--- src/rtl/bb_ctrl_pkg.sv ---
package bb_ctrl_pkg;
  typedef enum logic [2:0] {ST_CHGL, ST_LTOC, ST_LTOV, ST_CTOL, ST_DISL} state_e;
  typedef enum logic [1:0] {PH_DEAD, PH_SETTLE, PH_ARMED} phase_e;

  localparam int NSW        = 10;
  localparam int SW_SRC_TOP = 0;
  localparam int SW_OUT_GND = 1;
  localparam int SW_OUT_SNS = 2;
  localparam int SW_IN_GND  = 3;
  localparam int SW_IN_SNS  = 4;
  localparam int SW_TG_N    = 5;
  localparam int SW_TG_PN   = 6;
  localparam int SW_SRC_RET = 7;
  localparam int SW_SEL_LIM = 8;
  localparam int SW_SEL_ZER = 9;

  localparam logic [NSW-1:0] GATE_OFF = NSW'(1) << SW_TG_PN;

  function automatic logic [NSW-1:0] gate_map(state_e s);
    logic [NSW-1:0] g;
    g = '0;
    case (s)
      ST_CHGL, ST_DISL: begin
        g[SW_SRC_TOP] = 1'b1;
        g[SW_IN_GND]  = 1'b1;
        g[SW_IN_SNS]  = 1'b1;
      end
      default: begin
        g[SW_OUT_GND] = 1'b1;
        g[SW_OUT_SNS] = 1'b1;
      end
    endcase
    case (s)
      ST_LTOC, ST_CTOL: g[SW_TG_N] = 1'b1;
      ST_LTOV:          g[SW_SRC_RET] = 1'b1;
      default:          ;
    endcase
    // limit sense only while current builds toward the limit
    if (s == ST_CHGL || s == ST_CTOL) g[SW_SEL_LIM] = 1'b1;
    else                              g[SW_SEL_ZER] = 1'b1;
    g[SW_TG_PN] = ~g[SW_TG_N];
    return g;
  endfunction
endpackage

--- src/rtl/bb_sync.sv ---
module bb_sync #(
  parameter int W = 2
) (
  input  logic         clk_i,
  input  logic         rst_ni,
  input  logic [W-1:0] d_i,
  output logic [W-1:0] q_o
);
  for (genvar i = 0; i < W; i++) begin : g_bit
    logic s1_q, s2_q;
    always_ff @(posedge clk_i or negedge rst_ni) begin
      if (!rst_ni) begin
        s1_q <= 1'b0;
        s2_q <= 1'b0;
      end else begin
        s1_q <= d_i[i];
        s2_q <= s1_q;
      end
    end
    assign q_o[i] = s2_q;
  end
endmodule

--- src/rtl/bb_delay_timer.sv ---
module bb_delay_timer #(
  parameter int          CW      = 2,
  parameter logic [CW-1:0] RST_VAL = '0
) (
  input  logic          clk_i,
  input  logic          rst_ni,
  input  logic          load_i,
  input  logic [CW-1:0] val_i,
  output logic          done_o
);
  logic [CW-1:0] cnt_q;

  always_ff @(posedge clk_i or negedge rst_ni) begin
    if (!rst_ni)            cnt_q <= RST_VAL;
    else if (load_i)        cnt_q <= val_i;
    else if (cnt_q != '0)   cnt_q <= cnt_q - 1'b1;
  end

  assign done_o = (cnt_q == '0);
endmodule

--- src/rtl/bb_next_state.sv ---
module bb_next_state
  import bb_ctrl_pkg::*;
(
  input  state_e state_i,
  input  logic   below_i,
  input  logic   cur_i,
  output logic   go_o,
  output state_e next_o
);
  always_comb begin
    go_o   = 1'b0;
    next_o = state_i;
    case (state_i)
      ST_CHGL: if (cur_i) begin go_o = 1'b1; next_o = ST_LTOC; end
      ST_LTOC: begin
        if (!below_i)   begin go_o = 1'b1; next_o = ST_LTOV; end
        else if (cur_i) begin go_o = 1'b1; next_o = ST_CHGL; end
      end
      ST_LTOV, ST_DISL: if (cur_i) begin
        go_o   = 1'b1;
        next_o = below_i ? ST_CHGL : ST_CTOL;
      end
      ST_CTOL: if (below_i || cur_i) begin go_o = 1'b1; next_o = ST_DISL; end
      default: begin go_o = 1'b1; next_o = ST_CHGL; end
    endcase
  end
endmodule

--- src/rtl/bb_switch_ctrl.sv ---
module bb_switch_ctrl
  import bb_ctrl_pkg::*;
#(
  parameter int DEAD_CYC = 2,
  parameter int STAB_CYC = 3
) (
  input  logic           clk_i,
  input  logic           rst_ni,
  input  logic           below_ref_i,
  input  logic           cur_cmp_i,
  output logic [NSW-1:0] gate_o
);
  localparam int MAXC = (DEAD_CYC > STAB_CYC) ? DEAD_CYC : STAB_CYC;
  localparam int CW   = (MAXC > 1) ? $clog2(MAXC) : 1;
  localparam logic [CW-1:0] DEAD_V = CW'(DEAD_CYC - 1);
  localparam logic [CW-1:0] STAB_V = CW'(STAB_CYC - 1);

  logic    blw_s, cur_s, go, done, load;
  logic [CW-1:0] load_val;
  state_e  state_q, state_d, nxt;
  phase_e  phase_q, phase_d;

  bb_sync #(.W(2)) u_sync (
    .clk_i (clk_i),
    .rst_ni(rst_ni),
    .d_i   ({below_ref_i, cur_cmp_i}),
    .q_o   ({blw_s, cur_s})
  );

  bb_next_state u_nxt (
    .state_i(state_q),
    .below_i(blw_s),
    .cur_i  (cur_s),
    .go_o   (go),
    .next_o (nxt)
  );

  bb_delay_timer #(.CW(CW), .RST_VAL(DEAD_V)) u_tmr (
    .clk_i (clk_i),
    .rst_ni(rst_ni),
    .load_i(load),
    .val_i (load_val),
    .done_o(done)
  );

  always_comb begin
    phase_d  = phase_q;
    state_d  = state_q;
    load     = 1'b0;
    load_val = DEAD_V;
    case (phase_q)
      PH_DEAD:   if (done) begin phase_d = PH_SETTLE; load = 1'b1; load_val = STAB_V; end
      PH_SETTLE: if (done) phase_d = PH_ARMED;
      PH_ARMED:  if (go) begin phase_d = PH_DEAD; state_d = nxt; load = 1'b1; end
      default:   begin phase_d = PH_DEAD; load = 1'b1; end
    endcase
  end

  // reset parks in the dead phase with charge as the pending target
  always_ff @(posedge clk_i or negedge rst_ni) begin
    if (!rst_ni) begin
      phase_q <= PH_DEAD;
      state_q <= ST_CHGL;
    end else begin
      phase_q <= phase_d;
      state_q <= state_d;
    end
  end

  assign gate_o = (phase_q == PH_DEAD) ? GATE_OFF : gate_map(state_q);

  p_reset_off_r1: assert property (@(posedge clk_i) !rst_ni |-> gate_o == GATE_OFF);

  p_break_before_make_r9: assert property (@(posedge clk_i) disable iff (!rst_ni)
    (gate_o != GATE_OFF) |=> (gate_o == GATE_OFF) || $stable(gate_o));

  p_settle_mask_r10: assert property (@(posedge clk_i) disable iff (!rst_ni)
    (phase_q == PH_SETTLE) |=> (phase_q != PH_DEAD));

  p_chgl_exit_r4: assert property (@(posedge clk_i) disable iff (!rst_ni)
    (phase_q == PH_ARMED && state_q == ST_CHGL && cur_s) |=>
      (phase_q == PH_DEAD && state_q == ST_LTOC));

  p_ltoc_prio_r5: assert property (@(posedge clk_i) disable iff (!rst_ni)
    (phase_q == PH_ARMED && state_q == ST_LTOC && !blw_s) |=>
      (phase_q == PH_DEAD && state_q == ST_LTOV));
endmodule

--- config.mk ---
export PLATFORM = sky130hd
export DESIGN_NAME = bb_switch_ctrl
export DESIGN_NICKNAME = d
export VERILOG_FILES = /design/src/rtl/bb_ctrl_pkg.sv /design/src/rtl/bb_sync.sv /design/src/rtl/bb_delay_timer.sv /design/src/rtl/bb_next_state.sv /design/src/rtl/bb_switch_ctrl.sv
export SDC_FILE = /design/constraint.sdc
export NUM_CORES = 1
export LEC_CHECK = 0
export ABC_AREA = 0
export BUFFER_PORTS_ARGS = -buffer_cell sky130_fd_sc_hd__buf_2
export CAP_MARGIN = 5
export CORE_MARGIN = 10
export CORE_UTILIZATION = 25
export DETAILED_ROUTE_END_ITERATION = 8
export MAX_ROUTING_LAYER = met4
export PLACE_DENSITY_LB_ADDON = 0.25
export RECOVER_POWER = 100
export SYNTH_ARGS = -nofsm -noshare
export SYNTH_HDL_FRONTEND = slang
export SYNTH_SLANG_ARGS = --single-unit
--- constraint.sdc ---
create_clock -name clk_i -period 2.8 [get_ports clk_i]
set_input_delay 0.7 -clock clk_i [delete_from_list [all_inputs] [get_ports clk_i]]
set_output_delay 0.7 -clock clk_i [all_outputs]
set_load 0.01 [all_outputs]
After elaboration in Yosys (flattened, before gate mapping)

Cells that the tools add are included.

Bits in registers: 11
Output and inout bits: 10
Word-level logic and storage cells: 65

Add/subtract/negate cells: 1
Equal/unequal tests: 13
Muxes and demuxes: 30
Bitwise operators: 1
Reduce and logical (&&, ||, !) cells: 13

Operators by type and width:

| operator                                         | number |
|---|---|
| two-way mux 2 bit                                | 10 |
| two-way mux 3 bit                                | 5 |
| case mux 3 bit (4 select lines)                  | 1 |
| two-way mux 1 bit                                | 10 |
| two-way mux 10 bit                               | 1 |
| != test 2 bit, second input constant             | 4 |
| == test 3 x 2 -> 1 bit, second input constant    | 2 |
| case mux 1 bit (3 select lines)                  | 2 |
| case mux 2 bit (3 select lines)                  | 1 |
| AND reduction 6 bit                              | 1 |
| OR reduction 2 bit                               | 3 |
| zero test 2 bit                                  | 2 |
| != test 2 x 1 -> 1 bit, second input constant    | 2 |
| nonzero test 2 bit                               | 2 |
| == test 3 x 1 -> 1 bit, second input constant    | 1 |
| == test 3 bit, second input constant             | 1 |
| zero test 3 bit                                  | 1 |
| != test 3 bit, second input constant             | 1 |
| AND reduction 3 bit                              | 1 |
| OR reduction 3 bit                               | 1 |
| == test 2 x 1 -> 1 bit, second input constant    | 1 |
| == test 2 bit, second input constant             | 1 |
| logical OR 1 bit                                 | 2 |
| subtractor 2 x 1 -> 2 bit, second input constant | 1 |
| inverter 1 bit                                   | 1 |

Longest topological paths before layout

Depth in word-level cells: 6
Mapped depth: 6
Depth with buffers taken out: 5

By module

From an unflattened synthesis, not the netlist that was laid out.

Cells, all modules: 69
Area total of the unflattened synthesis: 691.9 um2

Modules (own cells, without submodules):

| module         | times used | cells each | area each (um2) | sequential area each (um2) |
|---|---|---|---|---|
| bb_switch_ctrl | 1          | 32         | 325.3           | 125.1 |
| bb_next_state  | 1          | 19         | 136.4           | 0.0 |
| bb_delay_timer | 1          | 12         | 115.1           | 51.3 |
| bb_sync        | 1          | 6          | 115.1           | 100.1 |

Least setup slack after synthesis

OpenSTA, ideal clock, no wires.

Path kind: reg2out
From: reg phase_q[1]
To: out gate_o[3]
Arrival: 1.248 ns
Data required time: 2.100 ns
Path slack: 0.852 ns
Cell stages (with the launch flop): 5
Buffers on the path: 2
Cells stage by stage: dfrtp_1 -> buf_2 -> nor2_1 -> nor3_1 -> buf_4

Cells in the longest elaborated chain, start to end: 2

RTL lines:

| element                  | RTL line             | text |
|---|---|---|
| start: declaration       | bb_switch_ctrl.sv:21 | `phase_e phase_q, phase_d;` |
| start signal: assignment | bb_switch_ctrl.sv:65 | `phase_q <= phase_d;` |
| zero test 2 bit          | bb_switch_ctrl.sv:70 | `assign gate_o = (phase_q == PH_DEAD) ? GATE_OFF : gate_map(state_q);` |
| two-way mux 10 bit       | bb_switch_ctrl.sv:70 |  |
| end: declaration         | bb_switch_ctrl.sv:11 | `output logic [NSW-1:0] gate_o` |

No other way between the ends.

Worst setup path in the final report

From: reg phase_q[1]
To: out gate_o[5]

The elaborated chain is that of the path after synthesis.

==> summary.txt <==
Power and ir drop
  – Sequential power share: 39.1%
  – Total Power: 0.000821 W
  – Sw frac: 45.4%
  – Switching power: 0.000373 W
  – P_int: 0.000448 W
  – Pwr dens: 1140 mW/mm²
  – Leakage Power: 0.286 nW
  – Clock share of power: 12.1%
  – Maximum VDD drop: 420 µV
  – Combinational power share: 48.8%

Logic synthesis
  – Post-synth EDFFs: 0
  – Post-Syn Area: 671 µm²
  – Seq cells post-synth: 11
  – Synth unique cells: 35
  – Async SR Flop Fraction: 100%
  – Syn Nets: 79
  – Sequential area share after synthesis: 41.2%
  – Synth warn: 0
  – Syn Area/Cell: 9.06 µm²
  – Synth Flop Type: dfrtp_1
  – Post-Synthesis Cells: 74

Global route
  – Global-route wire length before repair: 2.14 mm
  – Total track usage: 5.20%
  – Largest net degree at the start of global routing: 16
  – Remaining Overflow, GRT: 0
  – Vias in the first global route: 459
  – Number of antenna violations at the first check in global routing: 0

Die
  – Die H: 71.8 µm
  – Core ar.: 0.00252 mm²
  – Overall die width: 71.8 µm
  – Die ar.: 0.00515 mm²
  – # IOs: 14
  – Row cnt: 18
  – Initial Utilization: 26.6%

STA
  – PnR worst setup slack: 0.611 ns
  – Setup tns final: 0 ns
  – Tcrit/Tclk final: 78.2%
  – Slew Viols, Final: 0
  – RSZ-0062 raised after global routing: false
  – Worst Max-Slew Pin Slew: 0.575 ns
  – Minimum clock period: 2.19 ns
  – Max-slew headroom: 61.6%
  – Max Freq: 457 MHz
  – Hold Vio Cnt, Final: 0
  – Worst Clk Skew: 0.00176 ns
  – Setup violations, final: 0

Routing
  – DRT Pass-1 Iters: 4
  – WL final: 1.35 mm
  – Routed vias/inst: 4.67
  – # DRC: 0
  – Wirelength per Cell: 12.2 µm
  – Routed vias: 518
  – Routed Antenna Nets: 0
  – Iteration-0 DRC Markers: 30

CTS
  – Clock Sinks: 11
  – CTS tree: yes
  – Post-CTS sizing: 0
  – CTS Buf Count: 3
  – Hold_buf cts: 0
  – H-tree level count: 1
  – Clock Tree Buf Depth: 2
  – Clk_lat worst skew: 0.25 ns
  – Reg clk slew, reported paths: 0.06 ns
  – Postcts setup bufs: 0
  – Clock Tree Root: clkbuf_4

Setup path
  – CP Max Fanout: 12
  – Most used cell, CP: nor2_1
  – Slowest cell on the critical path: dfrtp_1
  – Setup CP Type: flip-flop to output port
  – Arrival time at the worst endpoint: 1.49 ns
  – Worst path required time: 2.10 ns
  – Crit. End Element: output port
  – CP Launch Type: flip-flop
  – CP max stage delay: 0.50 ns
  – Worst-path cell chain: nor2_1 -> nor2_1 -> and2_1 -> clkbuf_1

Run status
  – Status: completed

Cells and area
  – Final Cell Area: 721 µm²
  – Fill count: 276
  – Synthesis-to-layout area growth: 7.46%
  – Share of cells above drive strength 1: 6.17%
  – Layout net count: 87
  – Antenna Cells: 0

Placed design
  – DP Area: 716 µm²
  – I/O Buffers: 13
  – Pre-CTS WS: 0.859 ns
  – Final Wtd Congestion: 0.765
  – Hpwl dp: 983 µm

Min path
  – Worst Hold Class: flip-flop to flip-flop

Job
  – Max-cap viol count: 0
-- power groups by stage --
stage | sequential, W | combinational (W) | clock (W)
global placement | 0.000326 | 0.000425 | 0
global route | 0.000333 | 0.000459 | 0.000117
finish | 0.000321 | 0.000400 | 0.0000997
floorplan | 0.000252 | 0.000409 | 0
CTS | 0.000323 | 0.000435 | 0.000110
detailed placement | 0.000328 | 0.000434 | 0
-- metrics by stage --
stage                     util [%]  cells  hold slack [ns]
after CTS                     29.4    111            0.293
final                         28.6    111            0.347
after detailed placement      28.4    107            0.336
after global placement        28.4    107            0.333
after floorplan                  -     74            0.331
after global routing          28.6    111            0.358
-- routing by layer --
metal | vias to the layer above | share of wire [%] | global-route usage, %
li1 | 274 | - | -
met1 | 233 | 54 | 6.53
met2 | 9 | 38 | 6.47
met3 | 2 | 6.3 | 1.93
met4 | 0 | 1.3 | 3.87
met5 | - | 0 | -
-- layout make-up --
class	count	area (µm²)	share of cell area [%]
clock buffer	4	26.3	3.65
tap	30	37.5	5.21
sequential	11	277	38.4
inverter	4	15.0	2.08
timing repair buffer	13	51.3	7.12
multi-input combinational	49	314	43.6
-- path summary, 6_finish.rpt --
kind | start | end | slack [ns] | cells past startpoint
max | phase_q[1] | gate_o[5] | 0.61 | 4
min | u_sync.g_bit[1].s1_q | u_sync.g_bit[1].s2_q | 0.35 | 0
max reg2reg | u_tmr.cnt_q[0] | u_tmr.cnt_q[1] | 1.22 | 5
min reg2reg | u_sync.g_bit[1].s1_q | u_sync.g_bit[1].s2_q | 0.35 | 0
max in group asynchronous | rst_ni | state_q[0] | 2.01 | 1
min in group asynchronous | rst_ni | u_tmr.cnt_q[1] | 0.41 | 1
-- critical path: cells and delay by family (launching register included) --
family | cells | cell delay (ns)
and+or+nand+nor | 3 | 0.61
buffers and inverters | 1 | 0.12
DFF | 1 | 0.50
-- flip-flops by register name, summed over array words and instances (netlist names) --
name               count
state_q                3
phase_q                2
u_sync.g_bit.s1_q      2
u_sync.g_bit.s2_q      2
u_tmr.cnt_q            2
-- placed cells by master, fill, tap and decap left out, types with 2 or more instances in the layout --
cell type / instances
clkbuf_1: 12
nand2_1: 3
xor2_1: 2
nor2_1: 8
dfrtp_1: 10
nor2b_1: 2
inv_1: 4
nor3_1: 3
buf_2: 2
and2_1: 2
clkbuf_4: 3
nor4b_1: 3
a22oi_1: 2
a211oi_1: 2
a21oi_1: 4
o21ai_0: 2
-- synthesized netlist by cell type (2+ instances only) --
cell      instances  share of area, %
buf_4             3               3.4
clkbuf_1          5               2.8
xor2_1            2               2.6
nor2b_1           2               1.9
inv_1             4               2.2
a211oi_1          2               2.2
nand2_1           3               1.7
nor3_1            3               2.2
and2_1            2               1.9
nor4b_1           3               3.9
a21oi_1           4               3.0
a22oi_1           2               2.2
dfrtp_1          10                37
nor2_1            8               4.5
-- kinds of logic after synthesis --
kind of cell | after synthesis | synth area share [%]
DFF | 11 | 41.2
buffers and inverters | 14 | 10.8
AOI/OAI and AO/OA | 19 | 19.0
adders and majority gates | 1 | 1.87
and+or+nand+nor | 26 | 23.1
xor gates and xnor gates | 3 | 3.92
Note: power is estimated with default switching activity, not from simulation.
